**config.mk**
```make
export PLATFORM = sky130hd
export DESIGN_NAME = sw_lap_counter
export DESIGN_NICKNAME = d
export VERILOG_FILES = /design/src/rtl/sw_lap_counter.sv
export SDC_FILE = /design/constraint.sdc
export NUM_CORES = 1
export LEC_CHECK = 0
export ABC_AREA = 1
export ABC_CLOCK_PERIOD_IN_PS = 1600
export BUFFER_PORTS_ARGS = -buffer_cell sky130_fd_sc_hd__buf_4
export CORE_MARGIN = 8
export CORE_UTILIZATION = 40
export CTS_CLUSTER_DIAMETER = 40
export DETAILED_ROUTE_END_ITERATION = 10
export GPL_ROUTABILITY_DRIVEN = 1
export PLACE_DENSITY = 0.68
export SLEW_MARGIN = 20
export SYNTH_ARGS = -nofsm -noshare
export SYNTH_HDL_FRONTEND = slang
export SYNTH_SLANG_ARGS = --single-unit
```
**constraint.sdc**
```tcl
create_clock -name clk_i -period 1.6 [get_ports clk_i]
set_clock_uncertainty 0.05 [all_clocks]
set_input_delay 0.16 -clock clk_i [delete_from_list [all_inputs] [get_ports clk_i]]
set_output_delay 0.16 -clock clk_i [all_outputs]
set_load 0.02 [all_outputs]
```
**src/rtl/sw_lap_counter.sv**
```systemverilog
module sw_lap_counter #(
  parameter int NIB     = 4,
  parameter int SEC_MAX = 9
) (
  input  logic           clk_i,
  input  logic           rst_ni,
  input  logic           tick_i,
  input  logic           lap_i,
  input  logic           clr_i,
  input  logic           rd_i,
  input  logic [1:0]     rd_addr_i,
  output logic [NIB-1:0] rd_data_o,
  input  logic           irq_ack_i,
  input  logic           carry_clr_i,
  output logic           irq_o,
  output logic           renew_o,
  output logic           carry_o
);
  localparam int CW = 3 * NIB;

  logic [NIB-1:0]  d0, d1, d2;
  logic [CW-1:0]   live, hold, src;
  logic [CW-NIB-1:0] shadow;
  logic            held, seq_open, irq_flag, renew, carry;
  logic            run, c0, c1, lap, rd_lo, rd_hi;

  assign run   = tick_i & ~clr_i;
  assign c0    = run & (d0 == NIB'(9));
  assign c1    = c0 & (d1 == NIB'(9));
  assign lap   = lap_i & ~clr_i;
  assign rd_lo = rd_i & (rd_addr_i == 2'd0);
  assign rd_hi = rd_i & (rd_addr_i == 2'd2);
  assign live  = {d2, d1, d0};
  assign src   = held ? hold : live;

  always_ff @(posedge clk_i or negedge rst_ni) begin
    if (!rst_ni) begin
      d0 <= '0;
      d1 <= '0;
      d2 <= '0;
    end else if (clr_i) begin
      d0 <= '0;
      d1 <= '0;
      d2 <= '0;
    end else if (run) begin
      d0 <= c0 ? '0 : d0 + 1'b1;
      if (c0) d1 <= c1 ? '0 : d1 + 1'b1;
      if (c1) d2 <= (d2 == NIB'(SEC_MAX)) ? '0 : d2 + 1'b1;
    end
  end

  always_ff @(posedge clk_i or negedge rst_ni) begin
    if (!rst_ni) begin
      hold <= '0;
      held <= 1'b0;
    end else if (clr_i) begin
      hold <= '0;
      held <= 1'b0;
    end else if (lap) begin
      hold <= live;
      held <= 1'b1;
    end else if (rd_hi && !renew) begin
      held <= 1'b0;
    end
  end

  always_ff @(posedge clk_i or negedge rst_ni) begin
    if (!rst_ni) begin
      shadow   <= '0;
      seq_open <= 1'b0;
      renew    <= 1'b0;
    end else begin
      if (rd_lo) shadow <= src[CW-1:NIB];
      if (rd_lo)      seq_open <= 1'b1;
      else if (rd_hi) seq_open <= 1'b0;
      if (rd_lo)                 renew <= lap;
      else if (lap && seq_open)  renew <= 1'b1;
    end
  end

  always_ff @(posedge clk_i or negedge rst_ni) begin
    if (!rst_ni) begin
      irq_flag <= 1'b0;
      carry    <= 1'b0;
    end else begin
      if (c1)             irq_flag <= 1'b1;
      else if (irq_ack_i) irq_flag <= 1'b0;
      if (lap && (c1 || irq_flag)) carry <= 1'b1;
      else if (carry_clr_i)        carry <= 1'b0;
    end
  end

  always_comb begin
    rd_data_o = '0;
    if (rd_i) begin
      case (rd_addr_i)
        2'd0:    rd_data_o = src[NIB-1:0];
        2'd1:    rd_data_o = shadow[NIB-1:0];
        2'd2:    rd_data_o = shadow[2*NIB-1:NIB];
        default: rd_data_o = '0;
      endcase
    end
  end

  assign irq_o   = irq_flag;
  assign renew_o = renew;
  assign carry_o = carry;

  p_bcd_range_r1: assert property (@(posedge clk_i) disable iff (!rst_ni)
    d0 <= NIB'(9) && d1 <= NIB'(9) && d2 <= NIB'(SEC_MAX));

  p_clear_zero_r3: assert property (@(posedge clk_i) disable iff (!rst_ni)
    clr_i |=> live == '0 && !held);

  p_clear_keeps_irq_r3: assert property (@(posedge clk_i) disable iff (!rst_ni)
    irq_o && !irq_ack_i |=> irq_o);

  p_shadow_frozen_r6: assert property (@(posedge clk_i) disable iff (!rst_ni)
    !rd_lo |=> $stable(shadow));

  p_renew_clear_r7: assert property (@(posedge clk_i) disable iff (!rst_ni)
    rd_lo && !lap_i |=> !renew_o);

  p_carry_set_r8: assert property (@(posedge clk_i) disable iff (!rst_ni)
    lap_i && !clr_i && irq_o |=> carry_o);

  p_carry_clear_r9: assert property (@(posedge clk_i) disable iff (!rst_ni)
    carry_clr_i && !lap_i |=> !carry_o);
endmodule

```
==> out/metrics.csv, run 1 <==
stage,metric,value,unit
critical_path,path_cells,o21ai_1 > a21oi_1 > nor2_1 > buf_4,
layout,ff_latch_area,928,um^2
global_route,grt_pass1_vias,1658,
logic_synthesis,yosysMostFrequentCell,nand2_1,
timing,rsz0062_at_grt,false,
critical_path,cp.required,1390,ps
logic_synthesis,synth.area.top_cells,"dfrtp_1, nand2_1, o21ai_0",
logic_synthesis,yosysSeqAreaShare,0.485,
global_route,grt-ovfl-total,0,
timing,finalCritPeriodShare,0.946,
clocking,cts_made_buffers,5,
route,routed_wl,4180,um
timing,setup_slack,86.0,ps
critical_path,cp_max_fo,10,
global_route,grt_max_degree,38,
route,num_vias,1658,
clocking,htreeDepth,2,
placement,place_hpwl,3130,um
logic_synthesis,synth_commonest_cells,"nand2_1, dfrtp_1, o21ai_0",
floorplan,core.rowCount,25,
logic_synthesis,synthFlopType,dfrtp_1,
layout,drive_above_1_share,0.156,
clocking,cts_root_buf,clkbuf_8,
route,via_per_inst,5.13,
logic_synthesis,synth_top_family_by_area,simple AND/OR/NAND/NOR gates,
global_route,grt_usage,0.125,
logic_synthesis,synth_cell_types,22,
global_route,grt_pass1_wl,7380,um
timing,setup_viol,0,
logic_synthesis,synth_simple_gate_area_frac,0.267,
placement,port_buffers,16,
logic_synthesis,synth_compound_area_frac,0.117,
timing,min_period,1510,ps
floorplan,die_h,85.1,um
power,ir_drop,364,uV
timing,holdWs,62.7,ps
route,antenna_left,0,
logic_synthesis,synth_fp_nets,258,
timing,max_freq,660,MHz
layout,finish.utilization,0.485,
logic_synthesis,synth.area.mux_share,0,
logic_synthesis,syn_area,1910,um^2
layout,n_fill_cell,461,
floorplan,dieArea,7240,um^2
clocking,path_clk_slew,70,ps
logic_synthesis,async_flop_share,1.00,
logic_synthesis,synth-seq-cells,37,
layout,stdcell_area,2260,um^2
clocking,clk_latency,290,ps
floorplan,start_util,0.410,
logic_synthesis,synth_top_area_share,0.485,
critical_path,critPathLaunchType,flip-flop,
critical_path,worstSetupPathType,flip-flop to primary output,
floorplan,die_w,85.1,um
clocking,cts_setup_buffers,0,
timing,maxSlewHeadroom,0.693,
logic_synthesis,synthAdderAreaFrac,0.0393,
floorplan,io_pins,17,
critical_path,crit_slowest_cell,dfrtp_2,
logic_synthesis,synth_edf_count,0,
logic_synthesis,synth_top_cell_by_area,dfrtp_1,
critical_path,crit_path_end_kind,primary output,
route,drc_errors,0,
layout,area_growth,18.5,%
route,wl_per_cell,12.9,um
route,dr.pass1.iters,4,
logic_synthesis,yosys_warnings,0,
min_path,hp-class,input port to flip-flop,
power,leakage,1.14,nW
layout,antennaDiodeCount,0,
run_status,outcome,"complete, no violations",
layout,nets,284,
logic_synthesis,netlist_instances,242,
placement,placed_cell_area,2110,um^2
timing,tns,0,ps
power,powerDensity,937,nW/um^2
layout,multi_input_comb_area,845,um^2
placement,placedCellCount,313,
clocking,clockBufferDepth,2,
placement,place_ws,113,ps
placement,gp_congestion,0.782,
timing,hold_viol_final,0,
critical_path,critPathArrivalTime,1300,ps
clocking,cts_tree,yes,
logic_synthesis,avgSynthCellArea,7.89,um^2
timing,drv_slew,0,
route,drt-initial-drc-count,60,
logic_synthesis,synth_xor_area_frac,0.0138,
layout,stdcell_count,323,
floorplan,core_area,4660,um^2
global_route,antenna_found_initial,0,
power,p_total,2.12,mW
clocking,cts.sinks,37,
timing,worst_pin_slew,461,ps
critical_path,slowest_delay,480,ps
run,cap_violations,0,
flip-flops by register name, summed over array words and instances, names as in the netlist:
register / count
carry_o: 1
d0: 4
d1: 4
d2: 4
held: 1
hold: 12
irq_o: 1
renew_o: 1
seq_open: 1
shadow: 8
cells in the final DEF (no fill, tap or decap), types with 3 or more instances in the layout:
cell type,count
ha_1,6
nand4_1,4
nor2_1,10
o22ai_1,3
buf_4,24
nand2_1,75
a21oi_1,4
dfrtp_1,35
inv_1,25
clkbuf_8,6
o21ai_0,30
nand3_1,24
xor2_1,3
area by class of cell:
class                   instances  share of cell area
multi-input cells             170               0.373
flip-flops and latches         37               0.410
repair buffers                 26              0.0885
clock inverters                 1              0.0133
well taps                      54              0.0299
clock buffers                   7              0.0382
inverters                      28              0.0465
power breakdown:
part           switching, mW  leakage (nW)  internal, mW
logic                  0.164         0.585        0.0987
clock network          0.329        0.0585         0.508
registers             0.0359         0.501         0.983
total                  0.529          1.14          1.59
path summary, 6_finish.rpt:
path | startpoint | end | slack (ps) | cells after the start
min in group asynchronous | rst_ni | renew_o | 310 | 2
max reg2reg | d0[1] | d2[2] | 170 | 8
min | carry_clr_i | carry_o | 60 | 4
max | held | rd_data_o[3] | 90 | 4
max in group asynchronous | rst_ni | d0[0] | 840 | 2
min reg2reg | shadow[6] | shadow[6] | 440 | 2
worst max-delay path: cells and delay by family, from the launching register on:
kind                   cells  cell delay [ps]
flip-flops                 1              480
AND/OR/NAND/NOR            1               90
buffers and inverters      1              140
AO/OA/AOI/OAI              2              300
layer usage:
layer | part of all wire | global-route usage | vias to the layer above | routed length, um
met3 | 0.056 | 0.0386 | 10 | 232
li1 | - | - | 835 | -
met1 | 0.44 | 0.145 | 773 | 1860
met2 | 0.49 | 0.212 | 40 | 2030
met5 | 0 | 0 | - | 0
met4 | 0.014 | 0.0437 | 0 | 58
kinds of logic after synthesis:
group | after synthesis
compound gates | 42
fa+ha+maj | 6
xor+xnor | 3
simple gates | 119
buf+inv | 35
flops | 37
timing repair:
item                                    4_1_cts  5_1_grt
resized for setup                             2        5
pin swaps                                     0        1
endpoints found under the setup margin        2       13
hold buffers                                  2        0
endpoints found under the hold margin        38        0
Note: power is estimated with default switching activity, not from simulation.
==> run 2: changes to the inputs <==
--- a/config.mk
+++ b/config.mk
@@ -6,14 +6,16 @@
 export NUM_CORES = 1
 export LEC_CHECK = 0
 export ABC_AREA = 1
-export ABC_CLOCK_PERIOD_IN_PS = 1600
+export ABC_CLOCK_PERIOD_IN_PS = 2000
 export BUFFER_PORTS_ARGS = -buffer_cell sky130_fd_sc_hd__buf_4
+export CELL_PAD_IN_SITES_DETAIL_PLACEMENT = 0
+export CELL_PAD_IN_SITES_GLOBAL_PLACEMENT = 1
 export CORE_MARGIN = 8
 export CORE_UTILIZATION = 40
 export CTS_CLUSTER_DIAMETER = 40
 export DETAILED_ROUTE_END_ITERATION = 10
 export GPL_ROUTABILITY_DRIVEN = 1
-export PLACE_DENSITY = 0.68
+export PLACE_DENSITY = 0.84
 export SLEW_MARGIN = 20
 export SYNTH_ARGS = -nofsm -noshare
 export SYNTH_HDL_FRONTEND = slang
==> constraint.sdc (replaced) <==
create_clock -name clk_i -period 2 [get_ports clk_i]
set_clock_uncertainty 0.05 [all_clocks]
set_input_delay 0.2 -clock clk_i [delete_from_list [all_inputs] [get_ports clk_i]]
set_output_delay 0.2 -clock clk_i [all_outputs]
set_load 0.02 [all_outputs]
==> out/metrics.csv, run 2 (synthesis gave the netlist of run 1 again) <==
stage,metric,value,unit
floorplan,die_w,85.1,um
route,wl_per_cell,13.1,um
layout,mostFrequentLayoutCells,"nand2_1, dfrtp_1, o21ai_0",
route,dr_wl_met3,158,um
layout,reg_top3,"hold: 12 flops, shadow: 8 flops",
timing,drv_slew,0,
timing,max_freq,575,MHz
placement,gp_congestion,0.787,
placement,placed_cell_area,2080,um^2
clocking,htreeDepth,2,
floorplan,io_pins,17,
floorplan,start_util,0.410,
layout,area_growth,15.3,%
timing,tns,0,ps
timing,maxSlewHeadroom,0.682,
layout,n_fill_cell,480,
power,ir_drop,398,uV
layout,stdcell_area,2200,um^2
critical_path,worstSetupPathType,flip-flop to primary output,
route,drt-initial-drc-count,146,
global_route,grt_max_degree,38,
layout,largest-register,hold,
power,leakage,1.12,nW
clocking,cts_root_buf,clkbuf_8,
timing,min_period,1740,ps
timing,worst_pin_slew,478,ps
floorplan,dieArea,7240,um^2
run_status,outcome,"complete, no violations",
global_route,antenna_found_initial,0,
clocking,cts_made_buffers,5,
route,routed-wl-met2,1890,um
clocking,clockBufferDepth,2,
global_route,grt_pass1_vias,1571,
clocking,post_cts_resized,0,
route,via_per_inst,5.03,
critical_path,cp.required,1750,ps
route,drc_errors,0,
floorplan,die_h,85.1,um
clocking,cts_tree,yes,
global_route,grt_usage,0.129,
critical_path,crit_path_end_kind,primary output,
run,cap_violations,0,
layout,mostFrequentLayoutCell,nand2_1,
placement,place_ws,537,ps
route,top_layer_used,met4,
layout,nets,278,
layout,largest_register_ffs,12,
floorplan,core.rowCount,25,
timing,setup_slack,260,ps
route,routed_wl,4160,um
clocking,cts.sinks,37,
global_route,grt-ovfl-total,0,
critical_path,critPathLaunchType,flip-flop,
timing,finalCritPeriodShare,0.870,
clocking,path_clk_slew,70,ps
timing,setup_viol,0,
route,wl_met1,2040,um
critical_path,critPathArrivalTime,1490,ps
floorplan,core_area,4660,um^2
power,p_total,1.68,mW
clocking,clk_latency,290,ps
placement,place_hpwl,3050,um
route,num_vias,1596,
global_route,grt_pass1_wl,7400,um
min_path,hp-class,input port to flip-flop,
placement,port_buffers,16,
route,antenna_left,0,
power,powerDensity,763,nW/um^2
timing,rsz0062_at_grt,false,
clocking,cts_setup_buffers,0,
route,dr.pass1.iters,4,
critical_path,cp_max_fo,18,
layout,drive_above_1_share,0.125,
timing,hold_viol_final,0,
layout,antennaDiodeCount,0,
[run 2: cell types whose count changed in the layout (fill, tap and decap cells not counted), sizes merged]
| cell | delta |
|---|---|
| buf | -5 |
| dlygate4sd3 | -1 |
[run 2: area by class of cell]
| class | count | area, um^2 | area share |
|---|---|---|---|
| clock buffers | 7 | 86.3 | 0.0392 |
| inverters | 28 | 105 | 0.0477 |
| well taps | 54 | 67.6 | 0.0307 |
| multi-input cells | 170 | 835 | 0.379 |
| repair buffers | 20 | 153 | 0.0693 |
| flip-flops and latches | 37 | 926 | 0.420 |
| clock inverters | 1 | 30.0 | 0.0136 |
[run 2: metrics by stage]
step | std cells | hold slack, ps | util
finish | 317 | 30.7 | 0.472
global route | 317 | 17.8 | 0.472
CTS | 317 | 25.6 | 0.472
detailed placement | 308 | 151 | 0.445
global placement | 308 | 147 | 0.445
floorplan | 242 | -146 | -
[run 2: final timing paths]
check                          start           end  slack (ps)  depth (start not counted)
min in group asynchronous     rst_ni     shadow[1]         350                          2
min reg2reg                shadow[4]     shadow[4]         430                          2
max                             held  rd_data_o[2]         260                          5
max reg2reg                    d0[1]         d2[1]         520                          8
max in group asynchronous     rst_ni         d2[1]        1200                          2
min                        irq_ack_i         irq_o          30                          2
[run 2: layer usage]
layer / vias up / global-route usage
li1: 823 / -
met1: 740 / 0.165
met2: 25 / 0.197
met3: 8 / 0.0299
met4: 0 / 0.0680
met5: - / 0
[run 2: power by group]
part / switching, mW / internal, mW
combinational: 0.123 / 0.0682
sequential: 0.0344 / 0.786
clock: 0.263 / 0.406
[run 2: repair_timing]
item / 4_1_cts / 5_1_grt
hold buffers: 1 / 0
endpoints found under the hold margin: 37 / 0
endpoints found under the setup margin: 0 / 0
[run 2: critical path, cell delays in order (launching register included)]
cell and delay, ps:
dfrtp_1 460, buf_4 230, nand2_1 80, o211ai_1 110, a21oi_1 170, buf_4 150
==> run 3: changes to the inputs <==
--- a/config.mk
+++ b/config.mk
@@ -13,8 +13,10 @@
 export CORE_MARGIN = 8
 export CORE_UTILIZATION = 40
 export CTS_CLUSTER_DIAMETER = 40
+export CTS_CLUSTER_SIZE = 30
 export DETAILED_ROUTE_END_ITERATION = 10
 export GPL_ROUTABILITY_DRIVEN = 1
+export HOLD_SLACK_MARGIN = 0.08
 export PLACE_DENSITY = 0.84
 export SLEW_MARGIN = 20
 export SYNTH_ARGS = -nofsm -noshare
==> constraint.sdc (replaced) <==
create_clock -name clk_i -period 2 [get_ports clk_i]
set_clock_uncertainty 0.05 [all_clocks]
set_input_delay 0.2 -clock clk_i [delete_from_list [all_inputs] [get_ports clk_i]]
set_output_delay 0.2 -clock clk_i [all_outputs]
set_load 0.05 [all_outputs]
==> out/metrics.csv, run 3 (synthesis gave the netlist of run 1 again) <==
stage,metric,value,unit
layout,stdcell_area,2180,um^2
floorplan,die_w,85.1,um
layout,mostFrequentLayoutCell,nand2_1,
run_status,outcome,"complete, no violations",
route,routed_wl,3870,um
critical_path,cp.required,1750,ps
power,power_frac_seq,0.537,
timing,min_period,1710,ps
clocking,cts.sinks,37,
layout,mostFrequentLayoutCells,"nand2_1, dfrtp_1, o21ai_0",
global_route,grt_max_degree,38,
floorplan,core.rowCount,25,
route,drt-initial-drc-count,57,
critical_path,critPathArrivalTime,1460,ps
layout,nets,278,
critical_path,worstSetupPathType,flip-flop to primary output,
critical_path,cp_max_fo,25,
clocking,htreeDepth,2,
route,antenna_left,0,
global_route,grt_usage,0.121,
power,p_int,1.13,mW
power,switching_power,0.412,mW
power,leakage,1.10,nW
timing,tns,0,ps
layout,antennaDiodeCount,0,
floorplan,start_util,0.410,
timing,max_freq,586,MHz
timing,finalCritPeriodShare,0.853,
global_route,grt_pass1_wl,7090,um
clocking,path_clk_slew,70,ps
clocking,cts_setup_buffers,0,
global_route,antenna_found_initial,0,
clocking,clockBufferDepth,2,
layout,largest_register_ffs,12,
timing,setup_viol,0,
route,dr.pass1.iters,4,
timing,holdWs,94.4,ps
run,cap_violations,0,
floorplan,die_h,85.1,um
placement,placed_cell_area,2070,um^2
layout,reg_top3,"hold: 12 flops, shadow: 8 flops",
power,power_frac_comb,0.127,
layout,area_growth,14.0,%
layout,largest-register,hold,
timing,rsz0062_at_grt,false,
floorplan,dieArea,7240,um^2
clocking,cts_root_buf,clkbuf_8,
critical_path,critPathLaunchType,flip-flop,
timing,drv_slew,0,
floorplan,core_area,4660,um^2
power,swShare,0.268,
clocking,clk_latency,280,ps
clocking,cts_made_buffers,5,
power,ir_drop,386,uV
layout,multi_input_comb_area,835,um^2
timing,hold_viol_final,0,
route,num_vias,1565,
timing,maxSlewHeadroom,0.684,
placement,port_buffers,16,
route,wl_per_cell,12.2,um
global_route,grt-ovfl-total,0,
layout,drive_above_1_share,0.122,
layout,ff_latch_area,927,um^2
route,via_per_inst,4.95,
route,drc_errors,0,
min_path,hp-class,input port to flip-flop,
timing,worst_pin_slew,473,ps
power,powerDensity,707,nW/um^2
placement,gp_congestion,0.800,
placement,place_hpwl,2870,um
layout,n_fill_cell,465,
floorplan,io_pins,17,
clocking,cts_tree,yes,
global_route,grt_pass1_vias,1595,
critical_path,crit_path_end_kind,primary output,
power,p_clk_frac,0.336,
-- run 3: cell count changes in the layout (fill, tap and decap cells not counted) --
cell           change
bufinv_16          -1
dfrtp_1            -1
dlygate4sd3_1      +1
dfrtp_2            +1
buf_4              -1
-- run 3: metal layers --
layer,global-route usage,up-vias,part of all wire
met5,0,-,0
met4,0.0291,0,0.010
met3,0.0454,6,0.049
met2,0.190,22,0.43
met1,0.151,719,0.51
li1,-,818,-
-- run 3: path summary, 6_finish.rpt --
path | startpoint | endpoint | slack (ps) | cells after the start
max | held | rd_data_o[2] | 290 | 4
min | carry_clr_i | carry_o | 90 | 4
max reg2reg | d0[1] | d2[2] | 500 | 8
min reg2reg | shadow[2] | shadow[2] | 430 | 2
max in group asynchronous | rst_ni | held | 1190 | 2
min in group asynchronous | rst_ni | shadow[6] | 360 | 2
-- run 3: power by group through the flow --
stage / combinational [mW] / clock (mW) / sequential, mW
CTS: 0.200 / 0.530 / 0.825
global placement: 0.194 / 0 / 0.839
floorplan: 0.123 / 0 / 0.840
global route: 0.225 / 0.569 / 0.833
finish: 0.196 / 0.517 / 0.826
detailed placement: 0.196 / 0 / 0.840
-- run 3: worst max-delay path, cell delays in order, from the launching register on --
cell and delay [ps]:
dfrtp_2 540, nand2_1 130, o211ai_1 110, a21oi_1 170, buf_4 210
-- run 3: per-stage QoR --
stage	utilization	std cells	setup WS [ps]	total power [mW]
floorplan	-	242	207	0.963
global route	0.467	316	121	1.63
CTS	0.467	316	116	1.56
detailed placement	0.444	307	420	1.04
global placement	0.444	307	459	1.03
finish	0.467	316	295	1.54
-- run 3: repair_timing --
action / in CTS / in global routing
setup endpoints to repair: 0 / 4
resized for setup: 0 / 1
hold buffers: 2 / 0
endpoints found under the hold margin: 38 / 0
-- run 3: layout make-up --
class | count | share of cell area
multi-input combinational | 170 | 0.384
sequential | 37 | 0.426
clock buffer | 7 | 0.0397
timing repair buffer | 20 | 0.0713
inverter | 28 | 0.0483
tap | 54 | 0.0311
